===== src/rtl/tptc_pkg.sv =====
package tptc_pkg;
  localparam int ADDR_W  = 4;
  localparam int NUM_EV  = 4;
  localparam int CTRL_W  = NUM_EV + 1;
  localparam int NUM_AUX = 2;

  typedef enum logic [ADDR_W-1:0] {
    RA_CTRL    = 4'd0,
    RA_EVENT   = 4'd1,
    RA_RATE    = 4'd2,
    RA_TIME_LO = 4'd3,
    RA_TIME_HI = 4'd4,
    RA_ALM_LO  = 4'd5,
    RA_ALM_HI  = 4'd6,
    RA_AUX0_LO = 4'd7,
    RA_AUX0_HI = 4'd8,
    RA_AUX1_LO = 4'd9,
    RA_AUX1_HI = 4'd10
  } reg_addr_e;

  // index into the internal event vector (register bit = index + 1)
  localparam int EV_ALARM = 0;
  localparam int EV_AUX0  = 1;
  localparam int EV_AUX1  = 2;
  localparam int EV_PULSE = 3;
endpackage


===== src/rtl/tptc_time_core.sv =====
module tptc_time_core #(
  parameter int TIME_W = 64,
  parameter int ACC_W  = 32
) (
  input  logic              clk,
  input  logic              rst_n,
  input  logic              hold,
  input  logic [ACC_W-1:0]  rate,
  input  logic              load,
  input  logic [TIME_W-1:0] load_val,
  output logic [TIME_W-1:0] time_o
);
  logic [ACC_W-1:0] acc_q;
  logic [ACC_W:0]   sum;

  assign sum = {1'b0, acc_q} + {1'b0, rate};

  always_ff @(posedge clk or negedge rst_n) begin
    if (!rst_n) begin
      acc_q  <= '0;
      time_o <= '0;
    end else if (hold) begin
      acc_q  <= '0;
      time_o <= '0;
    end else begin
      acc_q <= sum[ACC_W-1:0];
      if (load)
        time_o <= load_val;
      else if (sum[ACC_W])
        time_o <= time_o + TIME_W'(1);
    end
  end
endmodule


===== src/rtl/tptc_alarm.sv =====
module tptc_alarm #(
  parameter int TIME_W = 64
) (
  input  logic              clk,
  input  logic              rst_n,
  input  logic              hold,
  input  logic              arm,
  input  logic [TIME_W-1:0] time_i,
  input  logic [TIME_W-1:0] target_i,
  output logic              hit_o
);
  logic armed_q;
  logic reached;

  assign reached = time_i >= target_i;
  assign hit_o   = armed_q && reached && !arm && !hold;

  always_ff @(posedge clk or negedge rst_n) begin
    if (!rst_n)      armed_q <= 1'b0;
    else if (hold)   armed_q <= 1'b0;
    else if (arm)    armed_q <= 1'b1;
    else if (hit_o)  armed_q <= 1'b0;
  end
endmodule


===== src/rtl/tptc_aux_capture.sv =====
module tptc_aux_capture #(
  parameter int TIME_W = 64
) (
  input  logic              clk,
  input  logic              rst_n,
  input  logic              hold,
  input  logic              trig,
  input  logic [TIME_W-1:0] time_i,
  output logic [TIME_W-1:0] snap_o,
  output logic              capture_o
);
  logic trig_q;

  assign capture_o = trig && !trig_q && !hold;

  always_ff @(posedge clk or negedge rst_n) begin
    if (!rst_n) begin
      trig_q <= 1'b0;
      snap_o <= '0;
    end else begin
      trig_q <= trig;
      if (hold)
        snap_o <= '0;
      else if (capture_o)
        snap_o <= time_i;
    end
  end
endmodule


===== src/rtl/tptc_event_bank.sv =====
module tptc_event_bank #(
  parameter int N = 4
) (
  input  logic         clk,
  input  logic         rst_n,
  input  logic         hold,
  input  logic [N-1:0] set_i,
  input  logic [N-1:0] clr_i,
  output logic [N-1:0] ev_o
);
  always_ff @(posedge clk or negedge rst_n) begin
    if (!rst_n)    ev_o <= '0;
    else if (hold) ev_o <= '0;
    else           ev_o <= (ev_o & ~clr_i) | set_i;
  end
endmodule


===== src/rtl/trimmed_ptp_clock.sv =====
module trimmed_ptp_clock
  import tptc_pkg::*;
#(
  parameter int DATA_W = 32,
  parameter logic [DATA_W-1:0] RATE_RST = 32'hA000_0000
) (
  input  logic              clk,
  input  logic              rst_n,
  input  logic              reg_wr,
  input  logic              reg_rd,
  input  logic [ADDR_W-1:0] reg_addr,
  input  logic [DATA_W-1:0] reg_wdata,
  output logic [DATA_W-1:0] reg_rdata,
  input  logic              aux_trig_0,
  input  logic              aux_trig_1,
  output logic              irq
);
  localparam int TIME_W = 2 * DATA_W;

  logic [CTRL_W-1:0] ctrl_q;
  logic [DATA_W-1:0] rate_q;
  logic [DATA_W-1:0] lo_stage_q;
  logic [DATA_W-1:0] hi_latch_q;
  logic [TIME_W-1:0] alm_q;
  logic [TIME_W-1:0] time_q;
  logic [NUM_EV-1:0] ev_q;
  logic [NUM_EV-1:0] ev_set;
  logic [NUM_EV-1:0] ev_clr;
  logic [DATA_W-1:0] rd_mux;
  logic              soft_rst;
  logic              time_load;
  logic              alm_arm;
  logic              alm_hit;
  logic [NUM_AUX-1:0] aux_trig;
  logic [NUM_AUX-1:0] aux_cap;
  logic [TIME_W-1:0] aux_snap [NUM_AUX];

  assign soft_rst  = ctrl_q[0];
  assign time_load = reg_wr && (reg_addr == RA_TIME_HI);
  assign alm_arm   = reg_wr && (reg_addr == RA_ALM_HI);
  assign ev_clr    = (reg_wr && (reg_addr == RA_EVENT)) ? reg_wdata[NUM_EV:1] : '0;
  assign aux_trig  = {aux_trig_1, aux_trig_0};

  // software-visible configuration
  always_ff @(posedge clk or negedge rst_n) begin
    if (!rst_n) begin
      ctrl_q     <= '0;
      rate_q     <= RATE_RST;
      lo_stage_q <= '0;
      alm_q      <= '0;
    end else if (reg_wr) begin
      case (reg_addr)
        RA_CTRL:    ctrl_q                   <= reg_wdata[CTRL_W-1:0];
        RA_RATE:    rate_q                   <= reg_wdata;
        RA_TIME_LO: lo_stage_q               <= reg_wdata;
        RA_ALM_LO:  alm_q[DATA_W-1:0]        <= reg_wdata;
        RA_ALM_HI:  alm_q[TIME_W-1:DATA_W]   <= reg_wdata;
        default: ;
      endcase
    end
  end

  tptc_time_core #(.TIME_W(TIME_W), .ACC_W(DATA_W)) u_core (
    .clk      (clk),
    .rst_n    (rst_n),
    .hold     (soft_rst),
    .rate     (rate_q),
    .load     (time_load),
    .load_val ({reg_wdata, lo_stage_q}),
    .time_o   (time_q)
  );

  tptc_alarm #(.TIME_W(TIME_W)) u_alarm (
    .clk      (clk),
    .rst_n    (rst_n),
    .hold     (soft_rst),
    .arm      (alm_arm),
    .time_i   (time_q),
    .target_i (alm_q),
    .hit_o    (alm_hit)
  );

  for (genvar g = 0; g < NUM_AUX; g++) begin : g_aux
    tptc_aux_capture #(.TIME_W(TIME_W)) u_cap (
      .clk       (clk),
      .rst_n     (rst_n),
      .hold      (soft_rst),
      .trig      (aux_trig[g]),
      .time_i    (time_q),
      .snap_o    (aux_snap[g]),
      .capture_o (aux_cap[g])
    );
  end

  always_comb begin
    ev_set           = '0;
    ev_set[EV_ALARM] = alm_hit;
    ev_set[EV_AUX0]  = aux_cap[0];
    ev_set[EV_AUX1]  = aux_cap[1];
    ev_set[EV_PULSE] = 1'b0;
  end

  tptc_event_bank #(.N(NUM_EV)) u_events (
    .clk   (clk),
    .rst_n (rst_n),
    .hold  (soft_rst),
    .set_i (ev_set),
    .clr_i (ev_clr),
    .ev_o  (ev_q)
  );

  assign irq = |(ev_q & ctrl_q[NUM_EV:1]);

  always_comb begin
    case (reg_addr)
      RA_CTRL:    rd_mux = DATA_W'(ctrl_q);
      RA_EVENT:   rd_mux = DATA_W'({ev_q, 1'b0});
      RA_RATE:    rd_mux = rate_q;
      RA_TIME_LO: rd_mux = time_q[DATA_W-1:0];
      RA_TIME_HI: rd_mux = hi_latch_q;
      RA_ALM_LO:  rd_mux = alm_q[DATA_W-1:0];
      RA_ALM_HI:  rd_mux = alm_q[TIME_W-1:DATA_W];
      RA_AUX0_LO: rd_mux = aux_snap[0][DATA_W-1:0];
      RA_AUX0_HI: rd_mux = aux_snap[0][TIME_W-1:DATA_W];
      RA_AUX1_LO: rd_mux = aux_snap[1][DATA_W-1:0];
      RA_AUX1_HI: rd_mux = aux_snap[1][TIME_W-1:DATA_W];
      default:    rd_mux = '0;
    endcase
  end

  always_ff @(posedge clk or negedge rst_n) begin
    if (!rst_n) begin
      reg_rdata  <= '0;
      hi_latch_q <= '0;
    end else begin
      if (reg_rd)
        reg_rdata <= rd_mux;
      if (soft_rst)
        hi_latch_q <= '0;
      else if (reg_rd && (reg_addr == RA_TIME_LO))
        hi_latch_q <= time_q[TIME_W-1:DATA_W];
    end
  end
endmodule


===== config.mk =====
export PLATFORM = sky130hd
export DESIGN_NAME = trimmed_ptp_clock
export DESIGN_NICKNAME = d
export VERILOG_FILES = /design/src/rtl/tptc_pkg.sv /design/src/rtl/tptc_time_core.sv /design/src/rtl/tptc_alarm.sv /design/src/rtl/tptc_aux_capture.sv /design/src/rtl/tptc_event_bank.sv /design/src/rtl/trimmed_ptp_clock.sv
export SDC_FILE = /design/constraint.sdc
export NUM_CORES = 1
export LEC_CHECK = 0
export CORE_MARGIN = 2
export CORE_UTILIZATION = 40
export DETAILED_ROUTE_END_ITERATION = 8
export DONT_BUFFER_PORTS = 1
export MAX_ROUTING_LAYER = met4
export SETUP_SLACK_MARGIN = 0.02
export SLEW_MARGIN = 20
export SYNTH_ARGS = -nofsm -noshare
export SYNTH_HDL_FRONTEND = slang
export SYNTH_SLANG_ARGS = --single-unit
export TNS_END_PERCENT = 5

===== constraint.sdc =====
create_clock -name clk -period 4.9 [get_ports clk]
set_input_delay 0.735 -clock clk [delete_from_list [all_inputs] [get_ports clk]]
set_output_delay 0.735 -clock clk [all_outputs]
set_load 0.02 [all_outputs]

## Word-level counts from Yosys, hierarchy flattened

Index checks and enable logic that the tools add are counted.

| storage, ports and cells | value |
|---|---|
| output and inout bits | 33 |
| flip-flop bits (word level) | 428 |

| operators by class | value |
|---|---|
| bitwise gates (word level) | 4 |
| reduce and logical (&&, ||, !) cells | 27 |
| order comparisons | 1 |
| $add $sub $neg | 2 |
| equal/unequal tests | 10 |
| mux-type cells | 16 |

Operators by type and width:

| cell | count |
|---|---|
| $mux 64 | 7 |
| $pmux 32 s11 | 1 |
| $mux 32 | 3 |
| $add 64x1->64 const B | 1 |
| $ge 64x64->1 | 1 |
| $add 32x32->33 | 1 |
| $eq 4x3->1 const B | 4 |
| $eq 4x4->1 const B | 3 |
| $logic_and 1x1->1 | 11 |
| $reduce_and 2->1 | 5 |
| $and 4x4->4 | 2 |
| $eq 4x2->1 const B | 2 |
| $mux 4 | 2 |
| $reduce_bool 2->1 | 3 |
| $reduce_bool 3->1 | 2 |
| $eq 4x1->1 const B | 1 |
| $logic_not 1->1 | 4 |
| $logic_not 4->1 | 1 |
| $not 4->4 | 1 |
| $or 4x3->4 | 1 |
| $reduce_or 4->1 | 1 |
| $mux 1 | 3 |

## Logic depth before layout (Yosys ltp)

| logic depth | value |
|---|---|
| word-level depth | 8 |
| depth in mapped cells | 13 |
| mapped depth without buffers | 11 |

## Modules after synthesis

A second synthesis with hierarchy kept.

| second synthesis, totals | value |
|---|---|
| cell total of the unflattened synthesis | 2,579 |
| area total of the unflattened synthesis | 25,306.8 sq um |

Modules (own cells, without submodules):

| module | sequential area each (sq um) | cells each | area each (sq um) | instances |
|---|---|---|---|---|
| trimmed_ptp_clock | 4,932.2 | 874 | 9,902.0 | 1 |
| tptc_aux_capture | 1,626.6 | 294 | 3,417.0 | 2 |
| tptc_time_core | 2,402.3 | 866 | 6,747.7 | 1 |
| tptc_alarm | 25.0 | 235 | 1,662.8 | 1 |
| tptc_event_bank | 100.1 | 16 | 160.2 | 1 |

## Worst setup path before layout

No wires, ideal clock.

| timing | value |
|---|---|
| path kind | register -> register |
| from | register rate_q[0] |
| to | register u_core.time_o[58] |
| setup time | 121 ps |
| cell stages (with the launch flop) | 13 |
| data required time | 4,779 ps |
| arrival time | 2,864 ps |
| path buffers | 1 |
| slack | 1,915 ps |
| cell sequence | dfrtp_1 -> ha_1 -> fa_1 -> a211oi_2 -> o21bai_1 -> a21oi_2 -> o21ai_2 -> and3_1 -> a41o_1 -> a41oi_2 -> buf_4 -> and2b_1 -> o22a_1 |

| between the ends | value |
|---|---|
| word-level cells in the longest chain between the ends | 2 |

Ends and longest elaborated chain:

| item | line | source |
|---|---|---|
| from (decl) | trimmed_ptp_clock.sv:21 | `logic [DATA_W-1:0] rate_q;` |
| from (signal assigned) | trimmed_ptp_clock.sv:54 | `RA_RATE: rate_q <= reg_wdata;` |
| $add 32x32->33 | tptc_time_core.sv:16 | `assign sum = {1'b0, acc_q} + {1'b0, rate};` |
| $reduce_bool 3->1 (no line) | - |  |
| to (signal assigned) | tptc_time_core.sv:28 | `time_o <= load_val;` |
| to (signal assigned) | tptc_time_core.sv:30 | `time_o <= time_o + TIME_W'(1);` |
| to (decl) | tptc_time_core.sv:11 | `output logic [TIME_W-1:0] time_o` |

Every way passes these cells.
A chain may end at the register's enable or synchronous reset.

## Worst setup path in the final report

Same ends and word-level chain as after synthesis.

==> flow_summary.yaml <==
outcome:
  status: "finished with violations"
  failed_checks: "negative hold slack, max-slew violations"
critical_path:
  r2r_end: "u_core.time_o[58]"
  r2r_cells: 12
  end_kind: "flip-flop"
  cp-start-kind: "flip-flop"
  required_ps: 5380
  cp.arrival_ps: 4270
  max_stage_delay_ps: 610
  r2r_slack_ps: 1100
  slowest_stage: "buf_4"
  r2r_start: "rate_q[0]"
  path_class: "flip-flop to flip-flop"
  crit_chain: "ha_1 -> fa_1 -> a211oi_2 -> o21bai_1 -> a21oi_2 -> o21ai_2 -> and3_1 -> a41o_1 -> a41oi_4 -> buf_4 -> and2b_1 -> o22a_1"
  worstPathMaxFanout: 67
sta:
  tightest_slew_ps: 2600
  timing.final.crit_period_ps: 3800
  finalHoldViolCount: 51
  fin_setup_tns_ps: 0
  slew_headroom_pct: -73.4
  max_freq_mhz: 263
  fin_skew_ps: 23.3
  setup_viol: 0
  slew_violations: 323
  whs_ps: -141
  rsz0062_at_grt: "no"
  min_period_over_period_pct: 77.5
global_routing:
  antenna_found_initial: 1
  grt_use_total_pct: 25.7
  grt_max_degree: 429
  grt_pass1_wl_um: 111000
  overflow: 0
  grt_pass1_vias: 18300
power:
  total_power_mw: 10.9
  p_leak_nw: 10.6
  power.density_nw_per_um2: 442
  vdd_drop_max_uv: 266
route:
  wl_um: 71700
  vias: 18600
  route.detailed.drc: 0
  route.met3.wl_um: 4260
  viasPerCell: 6.02
  highest_layer: "met4"
  drtIter0Drc: 2028
  first_pass_iters: 6
  route.met2.wl_um: 34700
  ant_nets: 0
  met1_length_um: 30300
  wl_per_cell_um: 23.2
cells_and_area:
  fillers: 5342
  area_growth_pct: 9.71
  antennaDiodeCount: 0
  multi_input_area_um2: 10700
  regArea_um2: 10700
  layout.nets: 2449
  drive_gt1_share_pct: 12.3
logic_synthesis:
  ys_seq_area_share_pct: 47.7
  avgSynthCellArea_um2: 9.39
  async_flop_share_pct: 100
  synth_edf_count: 0
  synth.distinct_cells: 83
  synthFlopType: "dfrtp_1"
  synthCells: 2392
  ys_ff_latch: 428
  synth_nets: 2532
  syn_area_um2: 22500
  yosys_warnings: 0
clock_network:
  clk_root_buffer_cell: "clkbuf_16"
  worstSkewPairLatency_ps: 600
  clock_sinks: 428
  clk_path_buf_depth: 3
  numCtsBuffers: 48
  cts.htree.levels: 2
  cts.clk_slew.worst_paths_ps: 60
  cts-resized-gates: 0
  postCtsSetupBuffers: 0
  cts_tree: "done"
hold_path:
  hold_class: "input pin to asynchronous set/reset pin"
floorplan:
  die_width_um: 241
  initial_utilization_pct: 40.6
  rows: 86
  die_h_um: 241
  io_pins: 75
  dieArea_um2: 58100
  core_um2: 55300
place:
  portBuffers: 0
  place_congestion: 0.857
  dp_hpwl_um: 46200
flow_run:
  max_cap_viol_count: 0
[metal layers]
metal / vias to the layer above / GRT usage [%]
li1: 8378 / -
met1: 9422 / 32.7
met2: 646 / 41.6
met3: 148 / 3.59
met4: 0 / 9.86
met5: - / -
[per-stage QoR]
step / hold WS (ps) / util [%] / cell area, µm² / std cells / setup slack, ps
after floorplan: 439 / - / 22500 / 2392 / 1920
after global placement: 465 / 41.8 / 23100 / 3007 / 1180
after detailed placement: 464 / 41.8 / 23100 / 3007 / 1130
after CTS: -177 / 44.6 / 24600 / 3089 / 1120
after global routing: -158 / 44.6 / 24600 / 3089 / 874
final: -141 / 44.6 / 24600 / 3089 / 1100
[registers in the layout, summed over array words and instances (netlist names)]
register / count
alm_q: 64
ctrl_q: 5
g_aux.u_cap.snap_o: 128
g_aux.u_cap.trig_q: 2
hi_latch_q: 32
lo_stage_q: 32
rate_q: 32
reg_rdata: 32
u_alarm.armed_q: 1
u_core.acc_q: 32
u_core.time_o: 64
u_events.ev_o: 4
[cell usage after synthesis, drive strengths merged (4+ instances only)]
cell | n | area [µm²]
a221oi | 26 | 228
o22ai | 57 | 357
nor3 | 47 | 257
clkbuf | 125 | 478
a21oi | 283 | 1420
nor4 | 18 | 134
and2 | 6 | 37.5
and4 | 4 | 37.5
a22o | 18 | 158
xor2 | 17 | 149
mux2 | 133 | 1500
xnor2 | 10 | 87.6
o2bb2ai | 4 | 35.0
inv | 132 | 495
o31ai | 5 | 37.5
nor2 | 111 | 429
a31oi | 10 | 62.6
a22oi | 68 | 510
a211oi | 10 | 80.1
o21ai | 91 | 459
a21o | 39 | 293
a222oi | 31 | 310
nor4b | 4 | 35.0
nand2b | 11 | 68.8
nand3 | 59 | 310
nand2 | 384 | 1440
nand4 | 30 | 209
o21bai | 6 | 45.0
dfrtp | 426 | 10700
ha | 97 | 1210
nor2b | 7 | 43.8
buf | 44 | 215
and3 | 26 | 163
or2 | 6 | 42.6
[worst max-delay path: cells and delay by family (launching register included)]
| family | cells | cell delay (ps) |
|---|---|---|
| compound gates | 7 | 1440 |
| fa+ha+maj | 2 | 690 |
| buf+inv | 1 | 610 |
| flops | 1 | 410 |
| simple gates | 2 | 490 |
[area by class of cell]
type | instances | area share [%]
inverter | 132 | 2.01
sequential | 428 | 43.5
timing repair buffer | 36 | 1.20
clock buffer | 70 | 5.75
multi-input combinational | 1663 | 43.4
clock inverter | 12 | 0.406
tap | 748 | 3.80
[worst max-delay path by stage]
stage              start                 to  slack [ps]  depth (start not counted)
6_report       rate_q[0]  u_core.time_o[58]        1100                         12
5_1_grt        rate_q[0]  u_core.time_o[58]         870                         12
4_1_cts        rate_q[0]  u_core.time_o[58]        1120                         12
3_5_place_dp   rate_q[0]  u_core.time_o[58]        1130                         12
3_3_place_gp   rate_q[0]  u_core.time_o[58]        1180                         12
2_1_floorplan  rate_q[0]  u_core.time_o[58]        1920                         12
[where the power goes]
| part | internal, mW | leakage [nW] | switching, mW |
|---|---|---|---|
| combinational | 1.11 | 4.20 | 1.62 |
| sequential | 4.06 | 5.68 | 0.552 |
| clock | 2.05 | 0.754 | 1.51 |
[cells by family after synthesis]
family                     Yosys count  share of synthesized area [%]
and+or+nand+nor                    723                           14.6
xor gates and xnor gates            27                           1.05
DFF                                428                           47.7
muxes                              136                           6.80
adders and majority gates           98                           5.49
AOI/OAI and AO/OA                  679                           19.0
buffers and inverters              301                           5.29
[layout by cell type (no fill, tap or decap), types with 6 or more instances in the layout]
master / netlist / routed
clkbuf_8: 0 / 9
nand2b_1: 11 / 9
o21ai_0: 84 / 84
mux2_2: 133 / 133
a31oi_1: 10 / 10
and3_1: 26 / 26
nor3_1: 44 / 41
a211oi_1: 9 / 9
inv_1: 132 / 132
clkbuf_16: 0 / 50
xnor2_1: 10 / 10
a21o_1: 39 / 39
a221oi_1: 26 / 26
a22o_1: 18 / 18
nor2_1: 108 / 102
o22ai_1: 57 / 57
clkbuf_1: 118 / 11
nand2_1: 384 / 380
ha_1: 97 / 97
o21bai_1: 6 / 6
a21oi_1: 282 / 282
nand3_1: 56 / 56
nand4_1: 28 / 28
dfrtp_1: 426 / 425
nor4_1: 16 / 16
xor2_1: 17 / 17
a222oi_1: 31 / 31
a22oi_1: 68 / 68
buf_4: 7 / 34
clkinv_2: 0 / 9
Power figures use the tool's default switching activity.
